===== src/rtl/mlut_pkg.sv =====
`timescale 1ns/1ps
package mlut_pkg;
  localparam int NQ = 4;  // quarters per table

  typedef enum logic [1:0] {
    WH_PERHALF = 2'd0,
    WH_RIPPLE  = 2'd1,
    WH_SPRAM   = 2'd2,
    WH_DPRAM   = 2'd3
  } whole_e;

  typedef enum logic [1:0] {
    HK_SPLIT = 2'd0,
    HK_FUNC5 = 2'd1,
    HK_ARAM  = 2'd2,
    HK_SPARE = 2'd3
  } half_e;

  typedef struct packed {
    whole_e whole;
    half_e  kind_hi;
    half_e  kind_lo;
  } mode_t;
endpackage


===== src/rtl/mlut_store.sv =====
`timescale 1ns/1ps
module mlut_store import mlut_pkg::*; #(
  parameter int ADDR_W = 4,
  localparam int QD = 1 << ADDR_W,
  localparam int TW = NQ * QD,
  localparam int IN_W = ADDR_W + 1
) (
  input  logic            clk,
  input  logic            rst_n,
  input  logic            cfg_load,
  input  logic [5:0]      cfg_mode,
  input  logic [TW-1:0]   cfg_table,
  input  logic [IN_W-1:0] a,
  input  logic [IN_W-1:0] b,
  input  logic            c0,
  input  logic [NQ-1:0]   wd,
  output logic [TW-1:0]   table_q,
  output mode_t           mode_q
);
  logic [TW-1:0]     table_d;
  mode_t             mode_d;
  logic [NQ-1:0]     we;
  logic [NQ-1:0]     wbit;
  logic [ADDR_W-1:0] waddr [NQ];
  logic              upd;

  // per-quarter write steering
  for (genvar gq = 0; gq < NQ; gq++) begin : g_wr
    localparam bit HI = (gq >= NQ/2);
    half_e            kind;
    logic [IN_W-1:0]  bus;
    assign kind = HI ? mode_q.kind_hi : mode_q.kind_lo;
    assign bus  = HI ? a : b;
    always_comb begin
      we[gq]    = 1'b0;
      waddr[gq] = a[ADDR_W-1:0];
      wbit[gq]  = wd[gq];
      unique case (mode_q.whole)
        WH_SPRAM: we[gq] = c0;
        WH_DPRAM: begin
          we[gq]   = c0;
          wbit[gq] = wd[gq % 2];
        end
        WH_PERHALF: begin
          we[gq]    = c0 && (kind == HK_ARAM);
          waddr[gq] = bus[ADDR_W-1:0];
        end
        default: we[gq] = 1'b0;
      endcase
    end
  end

  assign upd = cfg_load | (|we);

  always_comb begin
    table_d = table_q;
    mode_d  = mode_q;
    if (cfg_load) begin
      table_d = cfg_table;
      mode_d  = mode_t'(cfg_mode);
    end else begin
      for (int i = 0; i < NQ; i++)
        if (we[i]) table_d[i*QD + int'(waddr[i])] = wbit[i];
    end
  end

  always_ff @(posedge clk or negedge rst_n) begin
    if (!rst_n) begin
      table_q <= '0;
      mode_q  <= mode_t'('0);
    end else if (upd) begin
      table_q <= table_d;
      mode_q  <= mode_d;
    end
  end
endmodule


===== src/rtl/mlut_read.sv =====
`timescale 1ns/1ps
module mlut_read import mlut_pkg::*; #(
  parameter int ADDR_W = 4,
  localparam int QD = 1 << ADDR_W,
  localparam int TW = NQ * QD,
  localparam int IN_W = ADDR_W + 1
) (
  input  logic            clk,
  input  logic [TW-1:0]   table_q,
  input  mode_t           mode_q,
  input  logic [IN_W-1:0] a,
  input  logic [IN_W-1:0] b,
  input  logic            c0,
  input  logic [NQ-1:0]   wd,
  output logic [NQ-1:0]   f,
  output logic            f_wide,
  output logic            co
);
  logic [QD-1:0] qv [NQ];
  logic [NQ-1:0] f_sp, f_dp, f_rip, f_half;
  logic [NQ:0]   cy;
  logic [1:0]    h5;
  logic [1:0]    hp [2];
  logic          byp;

  assign byp   = c0 & ~clk;
  assign cy[0] = b[IN_W-1];

  for (genvar gq = 0; gq < NQ; gq++) begin : g_q
    assign qv[gq]    = table_q[gq*QD +: QD];
    assign f_rip[gq] = qv[gq][ADDR_W'({1'b0, cy[gq], a[gq], b[gq]})];
    assign cy[gq+1]  = qv[gq][ADDR_W'({1'b1, cy[gq], a[gq], b[gq]})];
    assign f_sp[gq]  = qv[gq][a[ADDR_W-1:0]];
    if (gq >= NQ/2) begin : g_rd_b
      assign f_dp[gq] = qv[gq][b[ADDR_W-1:0]];
    end else begin : g_rd_a
      assign f_dp[gq] = qv[gq][a[ADDR_W-1:0]];
    end
  end

  for (genvar gh = 0; gh < 2; gh++) begin : g_half
    localparam int LO = 2*gh;
    localparam int HI = 2*gh + 1;
    logic [IN_W-1:0] x;
    half_e           kind;
    assign x    = (gh == 1) ? a : b;
    assign kind = (gh == 1) ? mode_q.kind_hi : mode_q.kind_lo;
    assign h5[gh] = x[IN_W-1] ? qv[HI][x[ADDR_W-1:0]] : qv[LO][x[ADDR_W-1:0]];
    always_comb begin
      unique case (kind)
        HK_FUNC5: hp[gh] = {h5[gh], h5[gh]};
        HK_ARAM:  hp[gh] = byp ? {wd[HI], wd[LO]}
                               : {qv[HI][x[ADDR_W-1:0]], qv[LO][x[ADDR_W-1:0]]};
        default:  hp[gh] = {qv[HI][{x[IN_W-1], x[ADDR_W-2:0]}], qv[LO][x[ADDR_W-1:0]]};
      endcase
    end
  end

  assign f_half = {hp[1], hp[0]};

  always_comb begin
    f      = '0;
    f_wide = 1'b0;
    co     = 1'b0;
    unique case (mode_q.whole)
      WH_PERHALF: begin
        f      = f_half;
        f_wide = c0 ? h5[1] : h5[0];
      end
      WH_RIPPLE: begin
        f  = f_rip;
        co = cy[NQ];
      end
      WH_SPRAM: f = f_sp;
      default:  f = f_dp;
    endcase
  end
endmodule


===== src/rtl/mlut_cell.sv =====
`timescale 1ns/1ps
module mlut_cell import mlut_pkg::*; #(
  parameter int ADDR_W = 4,
  localparam int QD = 1 << ADDR_W,
  localparam int TW = NQ * QD,
  localparam int IN_W = ADDR_W + 1
) (
  input  logic            clk,
  input  logic            rst_n,
  input  logic            cfg_load,
  input  logic [5:0]      cfg_mode,
  input  logic [TW-1:0]   cfg_table,
  input  logic [IN_W-1:0] a,
  input  logic [IN_W-1:0] b,
  input  logic            c0,
  input  logic [NQ-1:0]   wd,
  output logic [NQ-1:0]   f,
  output logic            f_wide,
  output logic            co
);
  logic [1:0]    rst_pipe;
  logic          rst_sync_n;
  logic [TW-1:0] table_q;
  mode_t         mode_q;

  // asynchronous assert, synchronous release
  always_ff @(posedge clk or negedge rst_n) begin
    if (!rst_n) rst_pipe <= 2'b00;
    else        rst_pipe <= {rst_pipe[0], 1'b1};
  end
  assign rst_sync_n = rst_pipe[1];

  mlut_store #(.ADDR_W(ADDR_W)) u_store (
    .clk(clk), .rst_n(rst_sync_n), .cfg_load(cfg_load), .cfg_mode(cfg_mode),
    .cfg_table(cfg_table), .a(a), .b(b), .c0(c0), .wd(wd),
    .table_q(table_q), .mode_q(mode_q)
  );

  mlut_read #(.ADDR_W(ADDR_W)) u_read (
    .clk(clk), .table_q(table_q), .mode_q(mode_q), .a(a), .b(b), .c0(c0),
    .wd(wd), .f(f), .f_wide(f_wide), .co(co)
  );
endmodule


===== config.mk =====
export PLATFORM = sky130hd
export DESIGN_NAME = mlut_cell
export DESIGN_NICKNAME = d
export VERILOG_FILES = /design/src/rtl/mlut_pkg.sv /design/src/rtl/mlut_store.sv /design/src/rtl/mlut_read.sv /design/src/rtl/mlut_cell.sv
export SDC_FILE = /design/constraint.sdc
export NUM_CORES = 1
export LEC_CHECK = 0
export ABC_AREA = 1
export BUFFER_PORTS_ARGS = -buffer_cell sky130_fd_sc_hd__buf_2
export CAP_MARGIN = 40
export CORE_ASPECT_RATIO = 1.5
export CORE_MARGIN = 1.5
export CORE_UTILIZATION = 40
export DETAILED_ROUTE_END_ITERATION = 7
export SLEW_MARGIN = 5
export SYNTH_ARGS = -nofsm -noshare
export SYNTH_HDL_FRONTEND = slang
export SYNTH_SLANG_ARGS = --single-unit

===== constraint.sdc =====
create_clock -name clk -period 6.5 [get_ports clk]
set_input_delay 0.325 -clock clk [delete_from_list [all_inputs] [get_ports clk]]
set_output_delay 0.325 -clock clk [all_outputs]
set_load 0.005 [all_outputs]

==> flow_summary.yaml, run 1 <==
cells_and_area:
  fin_util_pct: 49.42
  drive_gt1_share_pct: 17.14
  nNetsFinal: 1043
  fin_area_um2: 6688
  fillers: 1443
  synthToLayoutAreaGrowth_pct: 20.63
  final_cells: 1119
  n_antenna_cell: 0
power_and_ir_drop:
  p_per_area_nw_per_um2: 264.6
  p_leak_nw: 3.265
  peakVddDrop_uv: 117.8
yosys:
  synthCells: 863
  yosysTopAreaCellShare_pct: 32.50
  yosysTopAreaCell: "dfrtp_1"
  async_flop_share_pct: 100.0
  synth-main-ff-cell: "dfrtp_1"
  synth-edff-count: 0
  ys_warn_count: 0
  netlist_top_cells_count: "nand2_1 (302), nand3_1 (124), dfrtp_1 (72), nor2_1 (71), a21oi_1 (59)"
  synth-seq-area-share_pct: 32.50
  netlist_area_um2: 5544
  yosysMostFrequentCell: "nand2_1"
  syn_area_per_cell_um2: 6.424
  synthDistinctLibCells: 39
  synth-seq-cells: 72
  syn-num-nets: 955
  yosys-top-cells-area: "dfrtp_1 (32%), nand2_1 (20%), nand3_1 (11%)"
drt:
  drc: 0
  routed_wl_um: 19990
  vias: 6317
  viasPerCell: 5.645
  wl_per_cell_um: 17.87
  first_pass_iters: 5
  ant_nets: 0
  dr.first_iter.drc_count: 357
critical_path:
  crit_type: "clk2out"
  end_kind: "output port"
  crit_required_ns: 6.17
  path_max_fanout: 4
  rrSetupSlack_ns: 4.06
  cp.arrival_ns: 5.67
  crit_buf_inv: 12
  max_stage_delay_ns: 0.28
  path_delay_family: "buffers and inverters"
  cp_common_cell: "clkbuf_16"
  slowest_stage: "nor2_1"
  crit_path_cell_trace: "clkbuf_16 > clkbuf_16 > clkbuf_16 > clkbuf_16 > clkbuf_16 > clkbuf_16 > nor2_1 > clkbuf_16 > clkbuf_16 > clkbuf_16 > inv_1 > o21ai_0 > inv_1 > a21oi_1 > nand2_1 > nand2_1 > nand3_1 > buf_2"
  start_kind: "clock port"
sta:
  skew_ns: 0.006180
  hold_viol: 0
  timing.hold.ws_ns: 0.08103
  tightest_slew_ns: 0.8396
  drv_slew: 0
  setup_viol: 0
  relSlewSlack_pct: 43.97
  fin_tns_setup_ns: 0
  rsz0062_at_grt: "no"
floorplan:
  die_area_um2: 14590
  ios: 94
  die_w_um: 99.13
  start_util_pct: 40.97
  die_h_um: 147.2
  coreArea_um2: 13530
  row_count: 52
clock_tree:
  cts_hold_buffers: 1
  cts_resized: 0
  post_cts_buffers: 0
  clk_latency_ns: 0.45
  clk_pin_slew_ns: 0.06
  cts_tree: "yes"
global_route:
  grt_pass1_wl_um: 31710
  first_global_vias: 6348
  grt_overflow: 0
  antenna_found_initial: 0
  grt_max_degree: 61
  track_usage_pct: 28.36
placed_design:
  portBuffers: 93
  dp_cells: 1082
  dpl_cell_area_um2: 6011
  hpwl_um: 14880
  gp_congestion: 0.9924
job:
  maxCapViolCount: 0
min_path:
  hp-class: "in2reg"
run_status:
  status: "complete, no violations"
## worst reg2reg max path, delay by kind of cell, from the launching register on
family,cells,cell delay [ns]
buffers and inverters,1,0.15
AOI/OAI and AO/OA,2,0.46
DFF,1,0.49
and+or+nand+nor,5,1.24
## placed cells by master (no fill, tap or decap), drive strengths merged, types with 2 or more instances in the layout
cell type,count
a21oi,62
inv,67
nand2,310
clkbuf,24
clkinvlp,2
o211ai,13
a31oi,3
ha,4
a211oi,2
nand4,2
a22oi,22
buf,96
nor3,2
nor2,78
nand3,127
dfrtp,72
o21ai,61
## per-layer routing
metal	GRT usage, %	wire [µm]	vias up
met1	31.37	7540	2905
met4	21.41	1182	0
met2	47.59	10050	292
met3	5.614	1225	78
li1	-	-	3042
met5	0	0	-
## final timing paths
kind	start	end	cells past startpoint
max in group asynchronous	rst_pipe[1]	u_store.table_q[46]	2
worst min register to register	rst_pipe[1]	u_store.table_q[15]	1
worst max-delay path	clk	f[2]	18
worst min-delay path	cfg_mode[4]	u_store.mode_q[4]	3
min in group asynchronous	rst_n	rst_pipe[1]	2
worst max register to register	u_store.mode_q[5]	u_store.table_q[1]	8
## where the power goes
group          switching (W)  internal (W)
Combinational       0.000223      0.000112
Clock               0.000287      0.000603
Sequential         0.0000519      0.000492
Total               0.000562       0.00121
## layout make-up
type / instances / area, µm² / share of cell area [%]
well taps: 162 / 202.7 / 3.031
flip-flops and latches: 72 / 1803 / 26.96
inverters: 56 / 215.2 / 3.218
clock buffers: 28 / 598.1 / 8.943
multi-input cells: 693 / 3276 / 48.98
repair buffers: 93 / 493.0 / 7.371
clock inverters: 15 / 100.1 / 1.497
## registers in the layout, summed over array words and instances, names as in the netlist
signal,flops
u_store.table_q,64
u_store.g_wr.kind,4
u_store.mode_q,2
rst_pipe,2
## kinds of logic after synthesis
family / after synthesis / share of synthesized area [%]
fa+ha+maj: 4 / 0.9028
simple gates: 521 / 40.19
buf+inv: 98 / 8.418
flops: 72 / 32.50
compound gates: 167 / 17.92
other cells: 1 / 0.06764
## stage by stage
step | setup WS (ns) | total power [W]
finish | 0.5052 | 0.001770
global placement | 2.127 | 0.0009087
floorplan | 2.225 | 0.0007901
CTS | 0.4420 | 0.001784
global route | 0.4537 | 0.001861
detailed placement | 2.127 | 0.0009115
(Power assumes the default switching activity.)
==> run 2: changes to the inputs <==
clock period = 6.83 ns   (was 6.5 ns; I/O delays follow)
==> flow_summary.yaml, run 2 (same netlist as run 1, synthesis figures left out) <==
placed_design:
  dp_cells: 1082
  gp_congestion: 0.9978
  hpwl_um: 14800
  portBuffers: 93
cells_and_area:
  drive_gt1_share_pct: 17.14
  mostFrequentLayoutCells: "nand2_1 (302), nand3_1 (124), buf_2 (92)"
  n_antenna_cell: 0
  final_cells: 1119
  largest_reg_flops: 64
  synthToLayoutAreaGrowth_pct: 20.45
  largest_register: "u_store.table_q"
  nNetsFinal: 1043
  final_common_cell: "nand2_1"
clock_tree:
  cts_tree: "yes"
  clk_pin_slew_ns: 0.06
  post_cts_buffers: 0
  clk_latency_ns: 0.46
critical_path:
  rrSetupSlack_ns: 4.37
  end_kind: "output port"
  cp_common_cell: "clkbuf_16"
  r2r_end: "u_store.table_q[3]"
  worstRegToRegCells: 8
  start_kind: "clock port"
  crit_type: "clk2out"
  crit_path_cell_trace: "clkbuf_16 > clkbuf_16 > clkbuf_16 > clkbuf_16 > clkbuf_16 > clkbuf_16 > nor2_1 > clkbuf_16 > clkbuf_16 > clkbuf_16 > inv_1 > o21ai_0 > inv_1 > a21oi_1 > nand2_1 > nand2_1 > nand3_1 > buf_2"
  max_stage_delay_ns: 0.28
  path_max_fanout: 4
  slowest_stage: "nor2_1"
  regToRegStartpoint: "u_store.mode_q[5]"
  path_delay_family: "buffers and inverters"
  crit_required_ns: 6.49
  cp.arrival_ns: 5.78
  crit_buf_inv: 12
min_path:
  min_from: "cfg_mode[5]"
  min_path_cells: 3
  hp-class: "in2reg"
  min_delay_worst_endpoint: "u_store.mode_q[5]"
power_and_ir_drop:
  p_leak_nw: 3.257
  peakVddDrop_uv: 113.7
  p_per_area_nw_per_um2: 251.7
sta:
  timing.hold.ws_ns: 0.08862
  hold_viol: 0
  relSlewSlack_pct: 43.54
  setup_viol: 0
  rsz0062_at_grt: "no"
  tightest_slew_ns: 0.8460
  skew_ns: 0.007861
  fin_tns_setup_ns: 0
  drv_slew: 0
floorplan:
  die_area_um2: 14590
  ios: 94
  row_count: 52
  die_h_um: 147.2
  coreArea_um2: 13530
  die_w_um: 99.13
  start_util_pct: 40.97
drt:
  first_pass_iters: 6
  drc: 0
  dr.first_iter.drc_count: 344
  routed_wl_um: 20000
  vias: 6268
  wl_per_cell_um: 17.87
  viasPerCell: 5.601
  ant_nets: 0
global_route:
  grt_pass1_wl_um: 31660
  grt_max_degree: 61
  first_global_vias: 6288
  antenna_found_initial: 0
  grt_overflow: 0
  track_usage_pct: 28.48
run_status:
  status: "complete, no violations"
job:
  maxCapViolCount: 0
## run 2: cell types whose count changed in the layout (fill, tap and decap cells not counted)
cell,before,now
clkbuf_8,2,1
clkinv_2,0,1
clkinvlp_4,2,3
inv_6,2,1
## run 2: per-stage QoR
| stage | util [%] | worst slack [ns] | total power, W | cell area (µm²) |
|---|---|---|---|---|
| floorplan | - | 2.374 | 0.0007519 | 5544 |
| global placement | 44.27 | 2.276 | 0.0008649 | 5991 |
| detailed placement | 44.42 | 2.276 | 0.0008666 | 6011 |
| CTS | 49.34 | 0.6432 | 0.001683 | 6678 |
| global route | 49.34 | 0.5579 | 0.001761 | 6678 |
| finish | 49.34 | 0.7123 | 0.001681 | 6678 |
## run 2: cell type report
type / instances / area [µm²]
tap: 162 / 202.7
clock inverter: 16 / 103.9
sequential: 72 / 1803
multi-input combinational: 693 / 3276
clock buffer: 27 / 584.3
timing repair buffer: 93 / 493.0
fill: 1469 / 6855
inverter: 56 / 215.2
## run 2: how the worst max path moves through the flow
stage	to	cells after the start	start
6_report	f[2]	18	clk
4_1_cts	f[2]	18	clk
3_5_place_dp	f[3]	9	clk
5_1_grt	f[2]	18	clk
3_3_place_gp	f[3]	9	clk
2_1_floorplan	f[3]	8	clk
## run 2: what timing repair did
item / CTS / global route
resized for setup: 0 / 0
hold buffers: 1 / 0
endpoints found under the hold margin: 2 / 0
## run 2: where the power goes
group          leakage, nW  internal (W)  total, W  switching, W
logic                 1.97      0.000107  0.000319      0.000213
clock network        0.421      0.000563  0.000844      0.000281
registers            0.866      0.000469  0.000518     0.0000490
## run 2: tightest hold or removal path, delay by kind of cell
family	cells	cell delay [ns]
and+or+nand+nor	1	0.04
AOI/OAI and AO/OA	1	0.05
buffers and inverters	1	0.07
## run 2: routing by layer
layer	vias to the layer above	GRT usage [%]	wire [µm]
met5	-	0	0
met4	0	18.94	910
met3	63	6.042	1020
met2	250	48.66	10250
met1	2906	31.58	7817
li1	3049	-	-
